<file path="src/rtl/bslt_pkg.sv">
package bslt_pkg;

    typedef enum logic [1:0] {
        STEP_HIGH = 2'd0,
        STEP_REL  = 2'd1,
        STEP_LOW  = 2'd2
    } drive_step_e;

    typedef enum logic [2:0] {
        SQ_IDLE,
        SQ_DRIVE,
        SQ_SETTLE,
        SQ_CAPTURE,
        SQ_JUDGE,
        SQ_FINISH
    } seq_state_e;

    typedef struct packed {
        logic oe;
        logic val;
    } pad_drive_t;

    function automatic pad_drive_t drive_for(drive_step_e s);
        pad_drive_t d;
        case (s)
            STEP_HIGH: d = '{oe: 1'b1, val: 1'b1};
            STEP_LOW:  d = '{oe: 1'b1, val: 1'b0};
            default:   d = '{oe: 1'b0, val: 1'b0};
        endcase
        return d;
    endfunction

    function automatic logic expect_for(drive_step_e s, logic pull);
        case (s)
            STEP_HIGH: return 1'b1;
            STEP_REL:  return pull;
            default:   return 1'b0;
        endcase
    endfunction

    function automatic drive_step_e step_after(drive_step_e s);
        case (s)
            STEP_HIGH: return STEP_REL;
            STEP_REL:  return STEP_LOW;
            default:   return STEP_HIGH;
        endcase
    endfunction

endpackage

</file>
<file path="src/rtl/bslt_out_cell.sv">
module bslt_out_cell
    import bslt_pkg::*;
(
    input  logic       clk,
    input  logic       rst,
    input  logic       upd_i,
    input  logic       rel_i,
    input  pad_drive_t drive_i,
    output logic       oe_o,
    output logic       out_o
);
    pad_drive_t cell_q;

    always_ff @(posedge clk) begin
        if (rst) begin
            cell_q <= '{oe: 1'b0, val: 1'b0};
        end else if (upd_i) begin
            cell_q <= drive_i;
        end else if (rel_i) begin
            cell_q <= '{oe: 1'b0, val: 1'b0};
        end
    end

    assign oe_o  = cell_q.oe;
    assign out_o = cell_q.val;
endmodule

</file>
<file path="src/rtl/bslt_in_cell.sv">
module bslt_in_cell (
    input  logic clk,
    input  logic rst,
    input  logic cap_i,
    input  logic path_sel_i,
    input  logic pad_i,
    input  logic ref_i,
    output logic q_o
);
    logic src;
    logic q;

    always_comb src = path_sel_i ? ref_i : pad_i;

    always_ff @(posedge clk) begin
        if (rst) begin
            q <= 1'b0;
        end else if (cap_i) begin
            q <= src;
        end
    end

    assign q_o = q;
endmodule

</file>
<file path="src/rtl/bslt_seq.sv">
module bslt_seq
    import bslt_pkg::*;
#(
    parameter int NUM_PADS = 8,
    parameter int SETTLE_W = 8,
    localparam int IDX_W   = (NUM_PADS > 1) ? $clog2(NUM_PADS) : 1
) (
    input  logic                clk,
    input  logic                rst,
    input  logic                start_i,
    input  logic [SETTLE_W-1:0] settle_i,
    output logic [IDX_W-1:0]    pad_idx_o,
    output drive_step_e         step_o,
    output logic                upd_o,
    output logic                cap_o,
    output logic                judge_o,
    output logic                rel_o,
    output logic                clr_o,
    output logic                busy_o,
    output logic                done_o
);
    localparam logic [IDX_W-1:0] LAST_IDX = IDX_W'(NUM_PADS - 1);

    seq_state_e          state_q;
    logic [IDX_W-1:0]    idx_q;
    drive_step_e         step_q;
    logic [SETTLE_W-1:0] cnt_q;
    logic [SETTLE_W-1:0] settle_q;

    always_ff @(posedge clk) begin
        if (rst) begin
            state_q  <= SQ_IDLE;
            idx_q    <= '0;
            step_q   <= STEP_HIGH;
            cnt_q    <= '0;
            settle_q <= '0;
        end else begin
            case (state_q)
                SQ_IDLE: begin
                    if (start_i) begin
                        state_q  <= SQ_DRIVE;
                        idx_q    <= '0;
                        step_q   <= STEP_HIGH;
                        settle_q <= settle_i;
                    end
                end
                SQ_DRIVE: begin
                    cnt_q   <= settle_q;
                    state_q <= SQ_SETTLE;
                end
                SQ_SETTLE: begin
                    if (cnt_q == '0) begin
                        state_q <= SQ_CAPTURE;
                    end else begin
                        cnt_q <= cnt_q - 1'b1;
                    end
                end
                SQ_CAPTURE: state_q <= SQ_JUDGE;
                SQ_JUDGE: begin
                    if (step_q == STEP_LOW) begin
                        if (idx_q == LAST_IDX) begin
                            state_q <= SQ_FINISH;
                        end else begin
                            idx_q   <= idx_q + 1'b1;
                            step_q  <= STEP_HIGH;
                            state_q <= SQ_DRIVE;
                        end
                    end else begin
                        step_q  <= step_after(step_q);
                        state_q <= SQ_DRIVE;
                    end
                end
                SQ_FINISH: state_q <= SQ_IDLE;
                default:   state_q <= SQ_IDLE;
            endcase
        end
    end

    assign pad_idx_o = idx_q;
    assign step_o    = step_q;
    assign upd_o     = (state_q == SQ_DRIVE);
    assign cap_o     = (state_q == SQ_CAPTURE);
    assign judge_o   = (state_q == SQ_JUDGE);
    assign rel_o     = (state_q == SQ_JUDGE) && (step_q == STEP_LOW);
    assign clr_o     = (state_q == SQ_IDLE) && start_i;
    assign busy_o    = (state_q != SQ_IDLE) && (state_q != SQ_FINISH);
    assign done_o    = (state_q == SQ_FINISH);
endmodule

</file>
<file path="src/rtl/bslt_judge.sv">
module bslt_judge
    import bslt_pkg::*;
#(
    parameter int   NUM_PADS = 8,
    parameter logic PULL_VAL = 1'b1,
    localparam int  IDX_W    = (NUM_PADS > 1) ? $clog2(NUM_PADS) : 1
) (
    input  logic                clk,
    input  logic                rst,
    input  logic                clr_i,
    input  logic                judge_i,
    input  logic [IDX_W-1:0]    pad_idx_i,
    input  drive_step_e         step_i,
    input  logic [NUM_PADS-1:0] cap_i,
    output logic [NUM_PADS-1:0] fail_o
);
    logic [NUM_PADS-1:0] fail_q;
    logic                miss;

    always_comb miss = (cap_i[pad_idx_i] != expect_for(step_i, PULL_VAL));

    for (genvar i = 0; i < NUM_PADS; i++) begin : g_flag
        always_ff @(posedge clk) begin
            if (rst || clr_i) begin
                fail_q[i] <= 1'b0;
            end else if (judge_i && miss && (pad_idx_i == IDX_W'(i))) begin
                fail_q[i] <= 1'b1;
            end
        end
    end

    assign fail_o = fail_q;
endmodule

</file>
<file path="src/rtl/bscan_loop_tester.sv">
module bscan_loop_tester
    import bslt_pkg::*;
#(
    parameter int   NUM_PADS = 8,
    parameter int   SETTLE_W = 8,
    parameter logic PULL_VAL = 1'b1
) (
    input  logic                clk,
    input  logic                rst,
    input  logic                start_i,
    input  logic [SETTLE_W-1:0] settle_cycles_i,
    input  logic [NUM_PADS-1:0] path_sel_i,
    input  logic [NUM_PADS-1:0] pad_in_i,
    input  logic [NUM_PADS-1:0] ref_in_i,
    output logic [NUM_PADS-1:0] pad_oe_o,
    output logic [NUM_PADS-1:0] pad_out_o,
    output logic [NUM_PADS-1:0] fail_o,
    output logic                busy_o,
    output logic                done_o
);
    localparam int IDX_W = (NUM_PADS > 1) ? $clog2(NUM_PADS) : 1;

    logic [IDX_W-1:0]    pad_idx;
    drive_step_e         step;
    logic                upd, cap, judge, rel, clr;
    logic [NUM_PADS-1:0] cap_vec;
    pad_drive_t          drive;

    always_comb drive = drive_for(step);

    bslt_seq #(
        .NUM_PADS (NUM_PADS),
        .SETTLE_W (SETTLE_W)
    ) seq_i (
        .clk       (clk),
        .rst       (rst),
        .start_i   (start_i),
        .settle_i  (settle_cycles_i),
        .pad_idx_o (pad_idx),
        .step_o    (step),
        .upd_o     (upd),
        .cap_o     (cap),
        .judge_o   (judge),
        .rel_o     (rel),
        .clr_o     (clr),
        .busy_o    (busy_o),
        .done_o    (done_o)
    );

    for (genvar i = 0; i < NUM_PADS; i++) begin : g_pad
        logic hit;
        assign hit = (pad_idx == IDX_W'(i));

        bslt_out_cell out_i (
            .clk     (clk),
            .rst     (rst),
            .upd_i   (upd && hit),
            .rel_i   (rel && hit),
            .drive_i (drive),
            .oe_o    (pad_oe_o[i]),
            .out_o   (pad_out_o[i])
        );

        bslt_in_cell in_i (
            .clk        (clk),
            .rst        (rst),
            .cap_i      (cap && hit),
            .path_sel_i (path_sel_i[i]),
            .pad_i      (pad_in_i[i]),
            .ref_i      (ref_in_i[i]),
            .q_o        (cap_vec[i])
        );
    end

    bslt_judge #(
        .NUM_PADS (NUM_PADS),
        .PULL_VAL (PULL_VAL)
    ) judge_i (
        .clk       (clk),
        .rst       (rst),
        .clr_i     (clr),
        .judge_i   (judge),
        .pad_idx_i (pad_idx),
        .step_i    (step),
        .cap_i     (cap_vec),
        .fail_o    (fail_o)
    );
endmodule

</file>
<file path="config.mk">
export PLATFORM = sky130hd
export DESIGN_NAME = bscan_loop_tester
export DESIGN_NICKNAME = d
export VERILOG_FILES = /design/src/rtl/bslt_pkg.sv /design/src/rtl/bslt_out_cell.sv /design/src/rtl/bslt_in_cell.sv /design/src/rtl/bslt_seq.sv /design/src/rtl/bslt_judge.sv /design/src/rtl/bscan_loop_tester.sv
export SDC_FILE = /design/constraint.sdc
export NUM_CORES = 1
export LEC_CHECK = 0
export BUFFER_PORTS_ARGS = -buffer_cell sky130_fd_sc_hd__buf_4
export CORE_ASPECT_RATIO = 1.4
export CORE_MARGIN = 4
export CORE_UTILIZATION = 49
export DETAILED_ROUTE_END_ITERATION = 7
export PLACE_DENSITY = 0.8
export SLEW_MARGIN = 10
export SYNTH_ARGS = -nofsm -noshare
export SYNTH_HDL_FRONTEND = slang
export SYNTH_SLANG_ARGS = --single-unit
</file>
<file path="constraint.sdc">
create_clock -name clk -period 1.6 [get_ports clk]
set_input_delay 0.24 -clock clk [delete_from_list [all_inputs] [get_ports clk]]
set_output_delay 0.24 -clock clk [all_outputs]
set_load 0.01 [all_outputs]
</file>
==> out/qor.txt <==
hpwl dp -> 5950 microns
Synth Instances -> 360
Mapped Area -> 2930 sq um
Std-Cell Core Area -> 5820 sq um
clock power share -> 0.255
endpoints failing setup -> 16
Period Utilization, post-route -> 1.09
PwrDens -> 777 nW/um^2
vias in the first global route -> 3,020
CP Launch Point -> seq_i.cnt_q[0]$_SDFFE_PP0P_
Post-synth EDFFs -> 0
count leader, synth -> dfxtp_1
initial antenna violation count -> 0
wire length per cell -> 16.9 microns
worst setup margin -> -0.149 ns
GP Congestion -> 0.902
RSZ-0062 raised after global routing -> true
post-synthesis register bit count -> 56
layout cells sized above 1 -> 0.417
crit path launch type -> flip-flop
Pre-antenna DRT Iters -> 4
multi-input logic area -> 1840 sq um
crit path capture type -> flip-flop
Slew Limit Fails -> 0
Fin. Hold Viols -> 0
biggest area consumer among synthesized cells -> dfxtp_1
DRC viols -> 0
Final Non-Filler Cells -> 521
# fillers -> 432
I/O Buffers -> 60
dpl cell area -> 3740 sq um
YS warnings -> 0
Post-synth top cells -> 56 x dfxtp_1, 45 x nand2_1, 37 x a21oi_1, 28 x nor2_1
CTS Root Cell -> clkbuf_8
achievable frequency -> 0.572 GHz
routed length on met2 -> 4980 microns
Hold Crit Start -> settle_cycles_i[0]
GR Util All Layers -> 0.232
Placed Instances -> 501
Tot Pwr -> 3210 uW
Seq pwr share -> 0.466
Comb power frac -> 0.279
crit path kind -> flip-flop to flip-flop
Cell variety after synth -> 51
maximum VDD drop -> 0.599 mV
Post-synth ARST share -> 0
WP data required -> 1.79 ns
Tightest Hold Check Type -> input port to flip-flop
post-synth top area share -> 0.383
max-capacitance violation count -> 0
I/O Pins -> 61
critical path data arrival time -> 1.94 ns
pin count of the biggest net entering global routing -> 53
syn_area_per_cell -> 8.14 sq um
ANT cells -> 0
deepest clock path buffer count -> 2
antenna viol nets, final -> 0
worst rel slew slack -> 0.639
Vias -> 3,060
Die H -> 99.5 microns
via/cell ratio -> 5.87
switch share -> 0.310
Post-synth top flop -> dfxtp_1
final cell utilization of the core -> 0.711
P&R area growth vs syn -> 41.2%
grt total ovfl -> 0
actual slew at the worst max-slew pin -> 0.541 ns
Pint -> 2220 uW
Final Cell Area -> 4140 sq um
clock sinks -> 56
global-route wire length before repair -> 13,500 microns
CTS tree -> yes
Initial Util -> 0.503
met3 wire length -> 432 microns
Inserted Clock Buffers -> 5
status -> complete, but fails checks
Worst-path clk slew -> 0.11 ns
drt first-iter violations -> 185
Post-Syn Nets -> 402
Seq. cell area -> 1140 sq um
worst-path maximum fanout -> 3
H-tree Lvls -> 2
Layout Nets -> 492
top sig layer -> met4
Routed WL -> 8820 microns
worst skew pair latency -> 0.32 ns
worst r2r src -> seq_i.cnt_q[0]$_SDFFE_PP0P_
num rows -> 33
register area share after synthesis -> 0.383
die area -> 7300 sq um
M1 WL -> 3120 microns
die width -> 73.4 microns
Switch Pwr -> 995 uW
min cycle time layout -> 1.75 ns
synth top area cells -> dfxtp_1 38%, a21oi_1 6.3%, nand2_1 5.8%
Setup TNS Final -> -1.01 ns
failing checks -> negative setup slack
Lkg Pwr -> 0.00159 uW
Clock Skew -> 0.00684 ns
## registers in the layout (all words and copies together) (netlist names)
register / count
g_pad.out_i.out_o: 8
seq_i.pad_idx_o: 3
seq_i.settle_q: 8
judge_i.fail_o: 8
g_pad.out_i.oe_o: 8
seq_i.step_o: 2
g_pad.in_i.q_o: 8
seq_i.cnt_q: 8
seq_i.state_q: 3
## cells by family (layout without fill, tap and decap cells)
group	count (synthesis)	after routing	share of synthesized area
and+or+nand+nor	143	145	0.251
muxes	13	13	0.0547
adders and majority gates	7	7	0.0299
AOI/OAI and AO/OA	90	91	0.189
xor gates and xnor gates	2	2	0.00598
buffers and inverters	49	137	0.0867
DFF	56	56	0.383
## power groups by stage
| stage | Combinational, uW | Sequential, uW | Clock (uW) |
|---|---|---|---|
| 6_report | 896 | 1500 | 818 |
| 5_1_grt | 963 | 1510 | 868 |
| 4_1_cts | 810 | 1500 | 831 |
| 3_5_place_dp | 734 | 1520 | 0 |
| 3_3_place_gp | 713 | 1520 | 0 |
| 2_1_floorplan | 441 | 1510 | 0 |
## stage by stage
stage	hold slack (ns)	worst slack [ns]
CTS	0.162	-0.102
global placement	0.445	-0.107
floorplan	0.376	-0.0297
global route	0.177	-0.204
detailed placement	0.452	-0.195
finish	0.164	-0.149
## metal layers
metal  vias up  global-route usage
met5         -                   0
met4         0               0.121
li1       1460                   -
met2       117               0.432
met1      1450               0.241
met3        33              0.0354
## placed cells by master, fill, tap and decap left out, types with 6 or more instances in the layout
| cell | Yosys | final |
|---|---|---|
| buf_4 | 16 | 113 |
| dfxtp_1 | 56 | 49 |
| nand2_1 | 45 | 45 |
| a21oi_1 | 37 | 36 |
| nor2_1 | 28 | 27 |
| nor3_1 | 17 | 15 |
| o21ai_1 | 1 | 10 |
| nand3_1 | 15 | 10 |
| o211ai_1 | 9 | 9 |
| mux2i_1 | 9 | 9 |
| a211oi_1 | 8 | 8 |
| nand2b_1 | 8 | 7 |
| buf_6 | 0 | 7 |
| o21ai_2 | 0 | 6 |
## worst paths after layout
| kind | endpoint | slack [ns] | cells past startpoint |
|---|---|---|---|
| max | seq_i.cnt_q[7]$_SDFFE_PP0P_ | -0.15 | 4 |
| min reg2reg | seq_i.settle_q[3]$_SDFFE_PP0P_ | 0.46 | 2 |
| min | seq_i.settle_q[0]$_SDFFE_PP0P_ | 0.16 | 3 |
| max reg2reg | seq_i.cnt_q[7]$_SDFFE_PP0P_ | -0.15 | 4 |
## area by class of cell
class,instances,share of cell area
Multi-Input combinational cell,258,0.445
Tap cell,70,0.0212
Inverter,8,0.00726
Clock buffer,5,0.0166
Clock inverter,3,0.00544
Sequential cell,56,0.276
Timing Repair Buffer,121,0.229
## worst max-delay path, stage by stage (launching register included)
cell	delay, ns
dfxtp_2	0.35
or4_4	0.56
or4_1	0.44
a22oi_1	0.19
o22ai_1	0.09
## what timing repair did
action / CTS / global route
gates resized for setup: 40 / 28
setup endpoints to repair: 35 / 39
cloned: 2 / 1
pin swaps: 14 / 18
buffers inserted: 3 / 6
hold endpoints to repair: 0 / 0
hold buffers: 0 / 0
Power figures use the tool's default switching activity.
